### src/rtl/boot_tape_pkg.sv
package boot_tape_pkg;
   typedef enum logic [2:0] {
      TS_IDLE    = 3'd0,
      TS_ARM     = 3'd1,
      TS_REWIND  = 3'd2,
      TS_TURN    = 3'd3,
      TS_FORWARD = 3'd4
   } tape_state_t;
endpackage

### src/rtl/restart_edge_sync.sv
module restart_edge_sync #(
   parameter int STAGES = 2
) (
   input  logic clk,
   input  logic rst_n,
   input  logic req_async,
   output logic req_pulse
);
   // sh[0..STAGES-1] form the synchronizer, sh[STAGES] holds the previous sample
   logic [STAGES:0] sh;

   generate
      if (STAGES < 2) begin : g_bad_stages
         $error("restart_edge_sync: STAGES must be at least 2");
      end
   endgenerate

   always_ff @(posedge clk) begin
      if (!rst_n) sh <= '0;
      else        sh <= {sh[STAGES-1:0], req_async};
   end

   assign req_pulse = sh[STAGES-1] & ~sh[STAGES];
endmodule

### src/rtl/motion_oneshot.sv
module motion_oneshot #(
   parameter int HOLD = 16
) (
   input  logic clk,
   input  logic rst_n,
   input  logic trig,
   output logic active
);
   localparam int CW = $clog2(HOLD + 1);
   localparam logic [CW-1:0] RELOAD = CW'(HOLD);

   logic [CW-1:0] remain;

   generate
      if (HOLD < 1) begin : g_bad_hold
         $error("motion_oneshot: HOLD must be at least 1");
      end
   endgenerate

   always_ff @(posedge clk) begin
      if (!rst_n)            remain <= '0;
      else if (trig)         remain <= RELOAD;
      else if (remain != '0) remain <= remain - 1'b1;
   end

   assign active = (remain != '0);
endmodule

### src/rtl/transport_ctrl.sv
module transport_ctrl
   import boot_tape_pkg::*;
(
   input  logic clk,
   input  logic rst_n,
   input  logic go_pulse,
   input  logic halt,
   input  logic at_leader,
   output logic flags_q,
   output logic rew_o,
   output logic fwd_o
);
   tape_state_t st, nxt;

   always_comb begin
      nxt = st;
      if (halt)          nxt = TS_IDLE;
      else if (go_pulse) nxt = TS_ARM;
      else begin
         case (st)
            TS_ARM:    nxt = at_leader ? TS_FORWARD : TS_REWIND;
            TS_REWIND: if (at_leader) nxt = TS_TURN;
            TS_TURN:   nxt = TS_FORWARD;
            default:   nxt = st;
         endcase
      end
   end

   always_ff @(posedge clk) begin
      if (!rst_n) begin
         st      <= TS_IDLE;
         flags_q <= 1'b1;
      end else begin
         st <= nxt;
         if (!halt && go_pulse)
            flags_q <= 1'b1;
         else if (nxt == TS_FORWARD && st != TS_FORWARD)
            flags_q <= 1'b0;
      end
   end

   assign rew_o = (st == TS_REWIND);
   assign fwd_o = (st == TS_FORWARD);
endmodule

### src/rtl/boot_tape_seq.sv
module boot_tape_seq #(
   parameter int SYNC_STAGES  = 2,
   parameter int MOTION_HOLD  = 16,
   parameter bit EOT_ACT_HIGH = 1'b1
) (
   input  logic clk,
   input  logic rst_n,
   input  logic restart_key,
   input  logic stop_key,
   input  logic deck_sel,
   input  logic eot_a,
   input  logic eot_b,
   input  logic strobe_a,
   input  logic strobe_b,
   output logic intr_flag,
   output logic sync_flag,
   output logic rewind_cmd,
   output logic forward_cmd,
   output logic motion
);
   logic go_pulse;
   logic eot_raw;
   logic eot_hit;
   logic flags;

   restart_edge_sync #(.STAGES(SYNC_STAGES)) u_sync (
      .clk(clk), .rst_n(rst_n), .req_async(restart_key), .req_pulse(go_pulse)
   );

   assign eot_raw = deck_sel ? eot_b : eot_a;

   generate
      if (EOT_ACT_HIGH) begin : g_eot_hi
         assign eot_hit = eot_raw;
      end else begin : g_eot_lo
         assign eot_hit = ~eot_raw;
      end
   endgenerate

   transport_ctrl u_ctrl (
      .clk(clk), .rst_n(rst_n), .go_pulse(go_pulse), .halt(stop_key),
      .at_leader(eot_hit), .flags_q(flags), .rew_o(rewind_cmd), .fwd_o(forward_cmd)
   );

   motion_oneshot #(.HOLD(MOTION_HOLD)) u_motion (
      .clk(clk), .rst_n(rst_n), .trig(strobe_a | strobe_b), .active(motion)
   );

   assign intr_flag = flags;
   assign sync_flag = flags;
endmodule

### config.mk
export PLATFORM = sky130hd
export DESIGN_NAME = boot_tape_seq
export DESIGN_NICKNAME = d
export VERILOG_FILES = /design/src/rtl/boot_tape_pkg.sv /design/src/rtl/restart_edge_sync.sv /design/src/rtl/motion_oneshot.sv /design/src/rtl/transport_ctrl.sv /design/src/rtl/boot_tape_seq.sv
export SDC_FILE = /design/constraint.sdc
export NUM_CORES = 1
export LEC_CHECK = 0
export BUFFER_PORTS_ARGS = -buffer_cell sky130_fd_sc_hd__clkbuf_2
export CORE_AREA = 5 5 42 44
export CTS_CLUSTER_DIAMETER = 30
export DETAILED_ROUTE_END_ITERATION = 12
export DIE_AREA = 0 0 47 49
export GPL_TIMING_DRIVEN = 0
export PLACE_DENSITY = 0.75
export SLEW_MARGIN = 20
export SYNTH_ARGS = -nofsm -noshare
export SYNTH_HDL_FRONTEND = slang
export SYNTH_HIERARCHICAL = 1
export SYNTH_SLANG_ARGS = --single-unit
### constraint.sdc
create_clock -name clk -period 2.1 [get_ports clk]
set_clock_uncertainty 0.2 [all_clocks]
set_input_delay 0.42 -clock clk [delete_from_list [all_inputs] [get_ports clk]]
set_output_delay 0.42 -clock clk [all_outputs]
set_load 0.005 [all_outputs]
# Word level (Yosys, flattened, before mapping)
# Index checks and enable logic that the tools add are counted.
[word_totals] romBits=0 output_inout_bits=5 mem_count=0 in_bits=9 word_cells=31 latchBits=0 ram_bits=0 register_bits=12
[op_classes] magnitude_cmp=0 n_div=0 shifts=0 reduce_logical=7 n_mux=8 n_bitwise=4 eq_ne=6 multipliers=0 addsub=1
[ops] operator="3-bit 2-to-1 mux" n=4
[ops] operator="5-bit 2-to-1 mux" n=2
[ops] operator="3-bit one-hot mux with 3 select lines" n=1
[ops] operator="3-bit by 2-bit equality test with 1-bit output (second input constant)" n=2
[ops] operator="3-bit equality test (second input constant)" n=2
[ops] operator="5-bit nonzero test" n=1
[ops] operator="5-bit by 1-bit subtractor with 5-bit output (second input constant)" n=1
[ops] operator="2-bit OR reduction" n=2
[ops] operator="3-bit by 1-bit equality test with 1-bit output (second input constant)" n=1
[ops] operator="3-bit != test (second input constant)" n=1
[ops] operator="1-bit logical AND" n=2
[ops] operator="1-bit inverter" n=2
[ops] operator="2-bit nonzero test" n=1
[ops] operator="1-bit AND" n=1
[ops] operator="1-bit zero test" n=1
[ops] operator="1-bit 2-to-1 mux" n=1
[ops] operator="1-bit bitwise OR" n=1

# Longest topological paths before layout
# Gate-level depths: netlist (run 1).
[logic_depth] ltp_word=7 mapped_depth=6 ltp_nobuf=5

# Cells and area by module
# Netlist (run 1), hierarchy kept.
[by_module_without_submodules] mod="motion_oneshot" cells_per_inst=24 instances=1 seq_area_each_um2=100.1 area_per_inst_um2=235.2
[by_module_without_submodules] mod="transport_ctrl" cells_per_inst=19 instances=1 seq_area_each_um2=80.1 area_per_inst_um2=183.9
[by_module_without_submodules] mod="restart_edge_sync" cells_per_inst=7 instances=1 seq_area_each_um2=60.1 area_per_inst_um2=92.6
[by_module_without_submodules] mod="boot_tape_seq" cells_per_inst=3 instances=1 seq_area_each_um2=0.0 area_per_inst_um2=28.8

# Worst setup path after synthesis (run 1)
# OpenSTA, ideal clock, no wires.
[synth_path] path_type="reg2out" startpoint="register u_motion.remain[0]" endpoint="output motion" n_path_buf=1 arrival_ps=1133 required_time_ps=1480 stages_incl_launch_ff=5 path_slack_ps=347 path_cell_list="dfxtp_1 -> inv_1 -> ha_1 -> or4b_4 -> buf_6"
[synth_between] elab_chain_cells=1
[synth_rtl] item="start, declared" line="motion_oneshot.sv:12" source="logic [CW-1:0] remain;"
[synth_rtl] item="start signal, assigned" line="motion_oneshot.sv:23" source="else if (remain != '0) remain <= remain - 1'b1;"
[synth_rtl] item="5-bit nonzero test" line="motion_oneshot.sv:26" source="assign active = (remain != '0);"
[synth_rtl] item="end, declared" line="boot_tape_seq.sv:19" source="output logic motion"
# No other way between the ends.

# Worst setup path after layout (run 1)
[layout_path] startpoint="register u_motion.remain[1]" endpoint="output motion"
# The elaborated chain is that of the path after synthesis.

==> impl_metrics.env, run 1 <==
export IMPL_synth_edff_count=0
export IMPL_wl_per_cell_um=10.4
export IMPL_cts_root_buffer="clkbuf_4"
export IMPL_die_width_um=47
export IMPL_synth_ff_type="dfxtp_1"
export IMPL_synth_most_common_cell="dfxtp_1"
export IMPL_syn_avg_cell_area_um2=10.2
export IMPL_first_iter_violations=4
export IMPL_yosysTopAreaCellShare_pct=44.4
export IMPL_clkTransAtPathRegs_ns=0.07
export IMPL_seq_area_frac_synth_pct=44.4
export IMPL_rsz0062_at_grt="no"
export IMPL_grt_pass1_vias=426
export IMPL_status="complete, no violations"
export IMPL_path_max_fanout=3
export IMPL_via_count=412
export IMPL_fmax_ghz=0.495
export IMPL_drtPass1Iterations=2
export IMPL_holdWs_ns=0.151
export IMPL_start_kind="register"
export IMPL_grt_max_degree=8
export IMPL_final_setup_viol_count=0
export IMPL_die_area_mm2=0.00230
export IMPL_finalMaxSlewViolations=0
export IMPL_ys_types=26
export IMPL_irDropWorstVdd_v=0.000324
export IMPL_max_cap_viol_count=0
export IMPL_area_growth_pct=24.1
export IMPL_post_route_period_util_pct=96.1
export IMPL_grt_pass1_wl_um=1580
export IMPL_seqCellArea_um2=243
export IMPL_multi_input_area_um2=273
export IMPL_port_buffers=13
export IMPL_synth_warnings=6
export IMPL_layout_nets=82
export IMPL_slew_headroom_pct=84.4
export IMPL_synth_seq_cells=12
export IMPL_clk_path_buf_depth=2
export IMPL_hold_violations=0
export IMPL_htreeDepth=1
export IMPL_top_layer="met3"
export IMPL_place_hpwl_um=709
export IMPL_utilization_pct=47.9
export IMPL_setup_slack_ns=0.0816
export IMPL_path_class="reg2out"
export IMPL_route_met3_wl_um=47
export IMPL_p_leak_nw=0.278
export IMPL_wl_um=904
export IMPL_drive_gt1_share_pct=43.7
export IMPL_dr_wl_met2_um=444
export IMPL_synth_top_area_cell="dfxtp_1"
export IMPL_std_cell_rows=14
export IMPL_clock_latency_ns=0.27
export IMPL_grt_overflow=0
export IMPL_required_ns=1.48
export IMPL_routed_via_density=4.74
export IMPL_gp_congestion=0.721
export IMPL_fillers=144
export IMPL_hp_class="in2reg"
export IMPL_synth_common_cells="12 x dfxtp_1, 7 x nor2_1, 4 x nand2b_1"
export IMPL_core_area_mm2=0.00140
export IMPL_syn_cell_area_um2=541
export IMPL_cp_end_kind="output pin"
export IMPL_finalSetupTns_ns=0
export IMPL_grt_use_total_pct=9.26
export IMPL_synth_fp_nets=63
export IMPL_min_period_ns=2.02
export IMPL_n_antenna_cell=0
export IMPL_die_y_um=49
export IMPL_clock_sinks=12
export IMPL_cp_data_arrival_time_ns=1.40
export IMPL_ant_nets=0
export IMPL_start_util_pct=38.6
export IMPL_floorplan_io_pins=14
export IMPL_syn_inst=53
export IMPL_synth_area_leaders="dfxtp_1 44%, nor2_1 4.9%, xnor2_1 4.9%"
export IMPL_route_detailed_drc=0
export IMPL_cts_buffers=3
export IMPL_dp_worst_setup_slack_ns=0.202
export IMPL_m1WireLength_um=411
export IMPL_async_reset_ff_share_pct=0
export IMPL_antenna_found_initial=0
export IMPL_tightest_slew_ns=0.234
export IMPL_tritoncts="built"
export IMPL_p_per_area_mw_per_mm2=719
==> sequential cells by signal, summed over array words and instances, names as in the netlist <==
register / flops
u_ctrl/flags_q: 1
u_ctrl/st: 3
u_motion/remain: 5
u_sync/sh: 3
==> kinds of logic (layout without fill, tap and decap cells) <==
logic type                 after synthesis  in the layout  share of synthesized area [%]
and+or+nand+nor                         23             23                           27.8
DFF                                     12             12                           44.4
AOI/OAI and AO/OA                        7              7                           10.4
buffers and inverters                    5             23                           5.56
xor gates and xnor gates                 3              3                           4.86
muxes                                    2              2                           4.63
adders and majority gates                1              1                           2.31
==> routing by layer <==
layer | GRT usage [%] | up-vias
met5 | 0 | -
met2 | 15.6 | 10
li1 | - | 213
met3 | 2.58 | 0
met1 | 9.58 | 189
met4 | 5.53 | 0
==> report_power, final <==
part / internal, mW / switching [mW]
Sequential: 0.235 / 0.00538
Combinational: 0.0357 / 0.0244
Clock: 0.105 / 0.0761
Total: 0.376 / 0.106
==> final cells by class <==
cell class              instances  area share (%)
well taps                      16            2.99
inverters                       3            1.68
flip-flops and latches         12            36.2
multi-input cells              36            40.7
repair buffers                 15            11.9
plain buffers                   1            1.12
clock buffers                   4            5.41
==> cells in the final DEF (no fill, tap or decap), drive strengths merged <==
cell and instances:
nand2b 4, nor3b 1, o21a 1, o31ai 1
and2 3, a211oi 2, nor2b 2, xnor2 3
nor3 3, buf 3, a21boi 1, mux2i 1
nand3 1, dfxtp 12, a221oi 1, inv 3
ha 1, mux2 1, or4b 1, or2 1
clkbuf 17, nor2 7, o21ai 1
==> final timing paths <==
kind | startpoint | endpoint | slack, ns | cells past startpoint
worst max-delay path | u_motion/remain[1]$_SDFFE_PP0P_ | motion | 0.08 | 4
worst min-delay path | restart_key | u_sync/sh[0]$_SDFF_PN0_ | 0.15 | 2
worst max register to register | u_motion/remain[1]$_SDFFE_PP0P_ | u_motion/remain[0]$_SDFFE_PP0P_ | 0.45 | 6
worst min register to register | u_sync/sh[0]$_SDFF_PN0_ | u_sync/sh[1]$_SDFF_PN0_ | 0.25 | 1
==> worst max-delay path: stages (launching register included) <==
cell	delay, ns
dfxtp_2	0.33
inv_1	0.05
ha_2	0.17
or4b_4	0.46
clkbuf_2	0.13
==> metrics by stage <==
step	cells	total power [mW]	area, um^2
finish	87	0.482	671
global route	87	0.504	671
CTS	86	0.485	663
detailed placement	82	0.306	626
global placement	82	0.305	626
floorplan	53	0.289	541
==> what timing repair did <==
item	CTS	global route
buffers inserted	1	1
pin swaps	1	0
gates cloned	0	0
endpoints found under the setup margin	1	1
hold buffers	0	0
gates resized for setup	3	0
Power figures use the tool's default switching activity.
==> inputs of run 2 (changes only) <==
Settings changed: CORE_AREA 5 5 42 44 to not set, CORE_ASPECT_RATIO set to 0.8, CORE_MARGIN set to 5, CORE_UTILIZATION set to 30, DIE_AREA 0 0 47 49 to not set, PLACE_DENSITY 0.75 to 0.63.
Clock period 2.1 ns to 1.6 ns, I/O delays scaled along.
==> impl_metrics.env, run 2 (same netlist as run 1, synthesis figures left out) <==
export IMPL_holdWs_ns=0.0463
export IMPL_clock_sinks=12
export IMPL_reg2reg_slack_ns=-0.01
export IMPL_reg_top3="u_motion/remain: 5 flops, u_ctrl/st: 3 flops, u_sync/sh: 3 flops"
export IMPL_fmax_ghz=0.530
export IMPL_grt_pass1_vias=381
export IMPL_area_growth_pct=34.5
export IMPL_min_period_ns=1.89
export IMPL_hp_class="in2reg"
export IMPL_p_seq_share_pct=48.9
export IMPL_clock_latency_ns=0.27
export IMPL_path_class="reg2out"
export IMPL_tightest_slew_ns=0.236
export IMPL_reg2reg_from="u_motion/remain[1]$_SDFFE_PP0P_"
export IMPL_path_max_fanout=2
export IMPL_cts_root_buffer="clkbuf_4"
export IMPL_start_kind="register"
export IMPL_utilization_pct=43.4
export IMPL_slew_headroom_pct=84.3
export IMPL_core_area_mm2=0.00168
export IMPL_largest_register_ffs=5
export IMPL_port_buffers=13
export IMPL_r2r_end="u_motion/remain[0]$_SDFFE_PP0P_"
export IMPL_hold_buffers=0
export IMPL_drtPass1Iterations=4
export IMPL_switchingPower_mw=0.140
export IMPL_die_y_um=48.0
export IMPL_gp_congestion=0.730
export IMPL_setup_slack_ns=-0.287
export IMPL_min_from="restart_key"
export IMPL_cp_end_kind="output pin"
export IMPL_slowest_stage="or4b_4"
export IMPL_routed_via_density=4.32
export IMPL_p_int_mw=0.503
export IMPL_whs_path_depth=2
export IMPL_fillers=165
export IMPL_via_count=415
export IMPL_n_antenna_cell=0
export IMPL_ant_nets=0
export IMPL_grt_max_degree=8
export IMPL_max_cap_viol_count=0
export IMPL_die_width_um=57.5
export IMPL_hold_violations=0
export IMPL_rsz0062_at_grt="yes"
export IMPL_power_frac_clock_pct=36.5
export IMPL_place_hpwl_um=731
export IMPL_r2r_cells=6
export IMPL_irDropWorstVdd_v=0.000676
export IMPL_htreeDepth=1
export IMPL_wl_um=994
export IMPL_design_area_um2=727
export IMPL_switching_share_pct=21.7
export IMPL_final_setup_viol_count=3
export IMPL_wl_per_cell_um=10.4
export IMPL_layout_nets=85
export IMPL_finalMaxSlewViolations=0
export IMPL_grt_pass1_wl_um=1650
export IMPL_p_per_area_mw_per_mm2=883
export IMPL_drive_gt1_share_pct=52.7
export IMPL_cp_data_arrival_time_ns=1.37
export IMPL_floorplan_io_pins=14
export IMPL_post_route_period_util_pct=118
export IMPL_std_cell_rows=13
export IMPL_cts_buffers=3
export IMPL_dp_worst_setup_slack_ns=-0.129
export IMPL_clkTransAtPathRegs_ns=0.07
export IMPL_grt_overflow=0
export IMPL_final_common_cell="clkbuf_2"
export IMPL_postPlaceCellArea_um2=648
export IMPL_post_place_cells=88
export IMPL_first_iter_violations=5
export IMPL_fin_cells=96
export IMPL_required_ns=1.08
export IMPL_path_cells="inv_2, ha_4, or4b_4, buf_6"
export IMPL_mostFrequentLayoutCells="12 x clkbuf_2, 8 x dfxtp_1, 7 x nor2_1, 6 x buf_4, 4 x nand2b_1"
export IMPL_start_util_pct=32.3
export IMPL_regMostFlops="u_motion/remain"
export IMPL_status="finished with violations"
export IMPL_cp_slowest_stage_delay_ns=0.46
export IMPL_grt_use_total_pct=8.49
export IMPL_antenna_found_initial=0
export IMPL_die_area_mm2=0.00276
export IMPL_p_leak_nw=0.299
export IMPL_clk_path_buf_depth=2
export IMPL_route_detailed_drc=0
export IMPL_violations="negative setup slack"
export IMPL_whs_endpoint="u_sync/sh[0]$_SDFF_PN0_"
export IMPL_tritoncts="built"
export IMPL_combPwrFrac_pct=14.6
[run 2: cell count changes in the layout (fill, tap and decap cells not counted), sizes merged]
cell / previous run / this run
clkbuf: 17 / 16
buf: 3 / 7
[run 2: critical path: cells and delay by family, from the launching register on]
kind | cells | cell delay [ns]
adder cells (fa/ha/maj) | 1 | 0.12
buffers and inverters | 2 | 0.19
flip-flops | 1 | 0.32
AND/OR/NAND/NOR | 1 | 0.46
[run 2: area by class of cell]
type / count / area (um^2) / area share [%]
Buffer: 1 / 7.51 / 1.03
Timing Repair Buffer: 18 / 109 / 15.0
Multi-Input combinational cell: 36 / 288 / 39.6
Inverter: 3 / 11.3 / 1.55
Tap cell: 22 / 27.5 / 3.79
Clock buffer: 4 / 36.3 / 4.99
Sequential cell: 12 / 248 / 34.1
[run 2: what timing repair did]
item,4_1_cts,5_1_grt
resized for setup,1,4
pin swaps,1,1
setup buffers,4,1
endpoints found under the setup margin,3,7
[run 2: per-layer routing]
| metal | up-vias | GRT usage [%] | wire (um) |
|---|---|---|---|
| li1 | 220 | - | - |
| met1 | 183 | 10.3 | 468 |
| met2 | 10 | 11.5 | 455 |
| met3 | 2 | 4.85 | 58 |
| met4 | 0 | 5.56 | 12 |
| met5 | - | 0 | 0 |
[run 2: worst max-delay path by stage]
| stage | from | to | slack [ns] |
|---|---|---|---|
| 2_1_floorplan | u_motion/remain[1]$_SDFFE_PP0P_ | motion | -0.002 |
| 3_3_place_gp | u_motion/remain[1]$_SDFFE_PP0P_ | motion | -0.13 |
| 3_5_place_dp | u_motion/remain[1]$_SDFFE_PP0P_ | motion | -0.13 |
| 4_1_cts | u_motion/remain[0]$_SDFFE_PP0P_ | motion | -0.30 |
| 5_1_grt | u_motion/remain[1]$_SDFFE_PP0P_ | motion | -0.34 |
| 6_report | u_motion/remain[1]$_SDFFE_PP0P_ | motion | -0.29 |
[run 2: power groups by stage]
| stage | clock, mW | sequential (mW) | combinational (mW) |
|---|---|---|---|
| detailed placement | 0 | 0.323 | 0.0839 |
| global placement | 0 | 0.323 | 0.0829 |
| global route | 0.262 | 0.315 | 0.104 |
| floorplan | 0 | 0.322 | 0.0617 |
| CTS | 0.248 | 0.315 | 0.0872 |
| finish | 0.235 | 0.314 | 0.0936 |
[run 2: through the flow]
| stage | power, mW | setup TNS [ns] |
|---|---|---|
| 6_report | 0.642 | -0.301 |
| 5_1_grt | 0.682 | -0.520 |
| 4_1_cts | 0.651 | -0.325 |
| 3_5_place_dp | 0.407 | -0.135 |
| 3_3_place_gp | 0.406 | -0.131 |
| 2_1_floorplan | 0.383 | -0.00211 |
==> inputs of run 3 (changes only) <==
Settings changed: CORE_ASPECT_RATIO 0.8 to 0.75.
==> impl_metrics.env, run 3 (same netlist as run 1, synthesis figures left out) <==
export IMPL_status="finished with violations"
export IMPL_violations="negative setup slack"
export IMPL_setup_slack_ns=-0.302
export IMPL_finalSetupTns_ns=-0.672
export IMPL_routed_via_density=4.46
export IMPL_r2r_cells=7
export IMPL_required_ns=1.08
export IMPL_core_area_mm2=0.00172
export IMPL_seqCellArea_um2=248
export IMPL_whs_endpoint="u_sync/sh[0]$_SDFF_PN0_"
export IMPL_p_leak_nw=0.313
export IMPL_via_count=428
export IMPL_gp_congestion=0.786
export IMPL_fillers=182
export IMPL_htreeDepth=1
export IMPL_clock_sinks=12
export IMPL_slew_headroom_pct=81.7
export IMPL_switchingPower_mw=0.143
export IMPL_start_util_pct=31.3
export IMPL_grt_overflow=0
export IMPL_fmax_ghz=0.526
export IMPL_combPwrFrac_pct=18.6
export IMPL_p_int_mw=0.462
export IMPL_multi_input_area_um2=305
export IMPL_post_route_period_util_pct=119
export IMPL_mostFrequentLayoutCells="12 x clkbuf_2, 8 x dfxtp_1, 6 x buf_4, 6 x nor2_1"
export IMPL_cts_root_buffer="clkbuf_4"
export IMPL_r2r_end="u_motion/remain[0]$_SDFFE_PP0P_"
export IMPL_drive_gt1_share_pct=56.8
export IMPL_reg2reg_from="u_motion/remain[0]$_SDFFE_PP0P_"
export IMPL_p_seq_share_pct=52.0
export IMPL_first_iter_violations=3
export IMPL_irDropWorstVdd_v=0.000408
export IMPL_path_max_fanout=2
export IMPL_min_from="restart_key"
export IMPL_n_antenna_cell=0
export IMPL_max_cap_viol_count=0
export IMPL_ant_nets=0
export IMPL_std_cell_rows=13
export IMPL_dr_wl_met2_um=536
export IMPL_grt_use_total_pct=8.53
export IMPL_clock_latency_ns=0.27
export IMPL_reg_top3="u_motion/remain: 5 flops, u_ctrl/st: 3 flops, u_sync/sh: 3 flops"
export IMPL_m1WireLength_um=458
export IMPL_power_frac_clock_pct=29.4
export IMPL_p_per_area_mw_per_mm2=815
export IMPL_grt_pass1_vias=379
export IMPL_largest_register_ffs=5
export IMPL_post_place_cells=88
export IMPL_whs_path_depth=2
export IMPL_tritoncts="built"
export IMPL_place_hpwl_um=736
export IMPL_cts_buffers=3
export IMPL_route_detailed_drc=0
export IMPL_reg2reg_slack_ns=-0.15
export IMPL_start_kind="register"
export IMPL_min_period_ns=1.90
export IMPL_final_common_cell="clkbuf_2"
export IMPL_tightest_slew_ns=0.272
export IMPL_antenna_found_initial=0
export IMPL_port_buffers=13
export IMPL_cp_end_kind="output pin"
export IMPL_fin_cells=96
export IMPL_die_area_mm2=0.00276
export IMPL_clkTransAtPathRegs_ns=0.06
export IMPL_layout_nets=86
export IMPL_cp_data_arrival_time_ns=1.38
export IMPL_wl_per_cell_um=10.9
export IMPL_regMostFlops="u_motion/remain"
export IMPL_area_growth_pct=37.3
export IMPL_grt_max_degree=8
export IMPL_rsz0062_at_grt="yes"
export IMPL_die_width_um=59.0
export IMPL_path_class="reg2out"
export IMPL_top_layer="met3"
export IMPL_hp_class="in2reg"
export IMPL_switching_share_pct=23.6
export IMPL_final_setup_viol_count=5
export IMPL_die_y_um=46.8
export IMPL_route_met3_wl_um=49
export IMPL_floorplan_io_pins=14
export IMPL_grt_pass1_wl_um=1680
export IMPL_hold_violations=0
export IMPL_drtPass1Iterations=4
export IMPL_wl_um=1040
export IMPL_clk_path_buf_depth=2
export IMPL_postPlaceCellArea_um2=648
export IMPL_design_area_um2=742
export IMPL_finalMaxSlewViolations=0
## run 3: power by group through the flow
| stage | clock, mW | sequential, mW | combinational, mW |
|---|---|---|---|
| final | 0.178 | 0.315 | 0.112 |
| after detailed placement | 0 | 0.323 | 0.0845 |
| after floorplan | 0 | 0.322 | 0.0617 |
| after global placement | 0 | 0.323 | 0.0836 |
| after global routing | 0.199 | 0.316 | 0.123 |
| after CTS | 0.186 | 0.315 | 0.0880 |
## run 3: how the worst max path moves through the flow
stage | startpoint | end | cells past startpoint
finish | u_motion/remain[0]$_SDFFE_PP0P_ | motion | 4
global route | u_motion/remain[1]$_SDFFE_PP0P_ | motion | 4
CTS | u_motion/remain[0]$_SDFFE_PP0P_ | motion | 4
detailed placement | u_motion/remain[1]$_SDFFE_PP0P_ | motion | 5
global placement | u_motion/remain[1]$_SDFFE_PP0P_ | motion | 5
floorplan | u_motion/remain[1]$_SDFFE_PP0P_ | motion | 4
## run 3: what timing repair did
action                     CTS  global route
hold buffers                 0             0
pin swaps                    1             3
gates resized for setup      1             8
setup endpoints to repair    4             6
buffers inserted             4             2
## run 3: per-layer routing
layer,track usage (%),up-vias
li1,-,219
met1,10.2,198
met2,13.7,11
met3,3.30,0
met4,4.07,0
met5,0,-
## run 3: cell type report
| cell class | instances | share of cell area, % |
|---|---|---|
| inverters | 3 | 1.52 |
| plain buffers | 1 | 1.01 |
| flip-flops and latches | 12 | 33.4 |
| multi-input cells | 36 | 41.1 |
| clock buffers | 3 | 3.04 |
| well taps | 22 | 3.71 |
| repair buffers | 19 | 16.2 |
## run 3: worst max-delay path, stage by stage, from the launching register on
cell and delay (ns):
dfxtp_2 0.33, inv_2 0.07, ha_4 0.12, or4b_4 0.46, buf_6 0.13
## run 3: metrics by stage
stage | hold WS, ns | power [mW] | setup slack, ns | utilization [%]
finish | 0.0524 | 0.605 | -0.302 | 43.0
global route | 0.0538 | 0.638 | -0.347 | 43.0
CTS | 0.0429 | 0.590 | -0.294 | 40.1
detailed placement | 0.221 | 0.408 | -0.137 | 37.6
global placement | 0.220 | 0.407 | -0.132 | 37.6
floorplan | 0.192 | 0.383 | -0.00211 | -
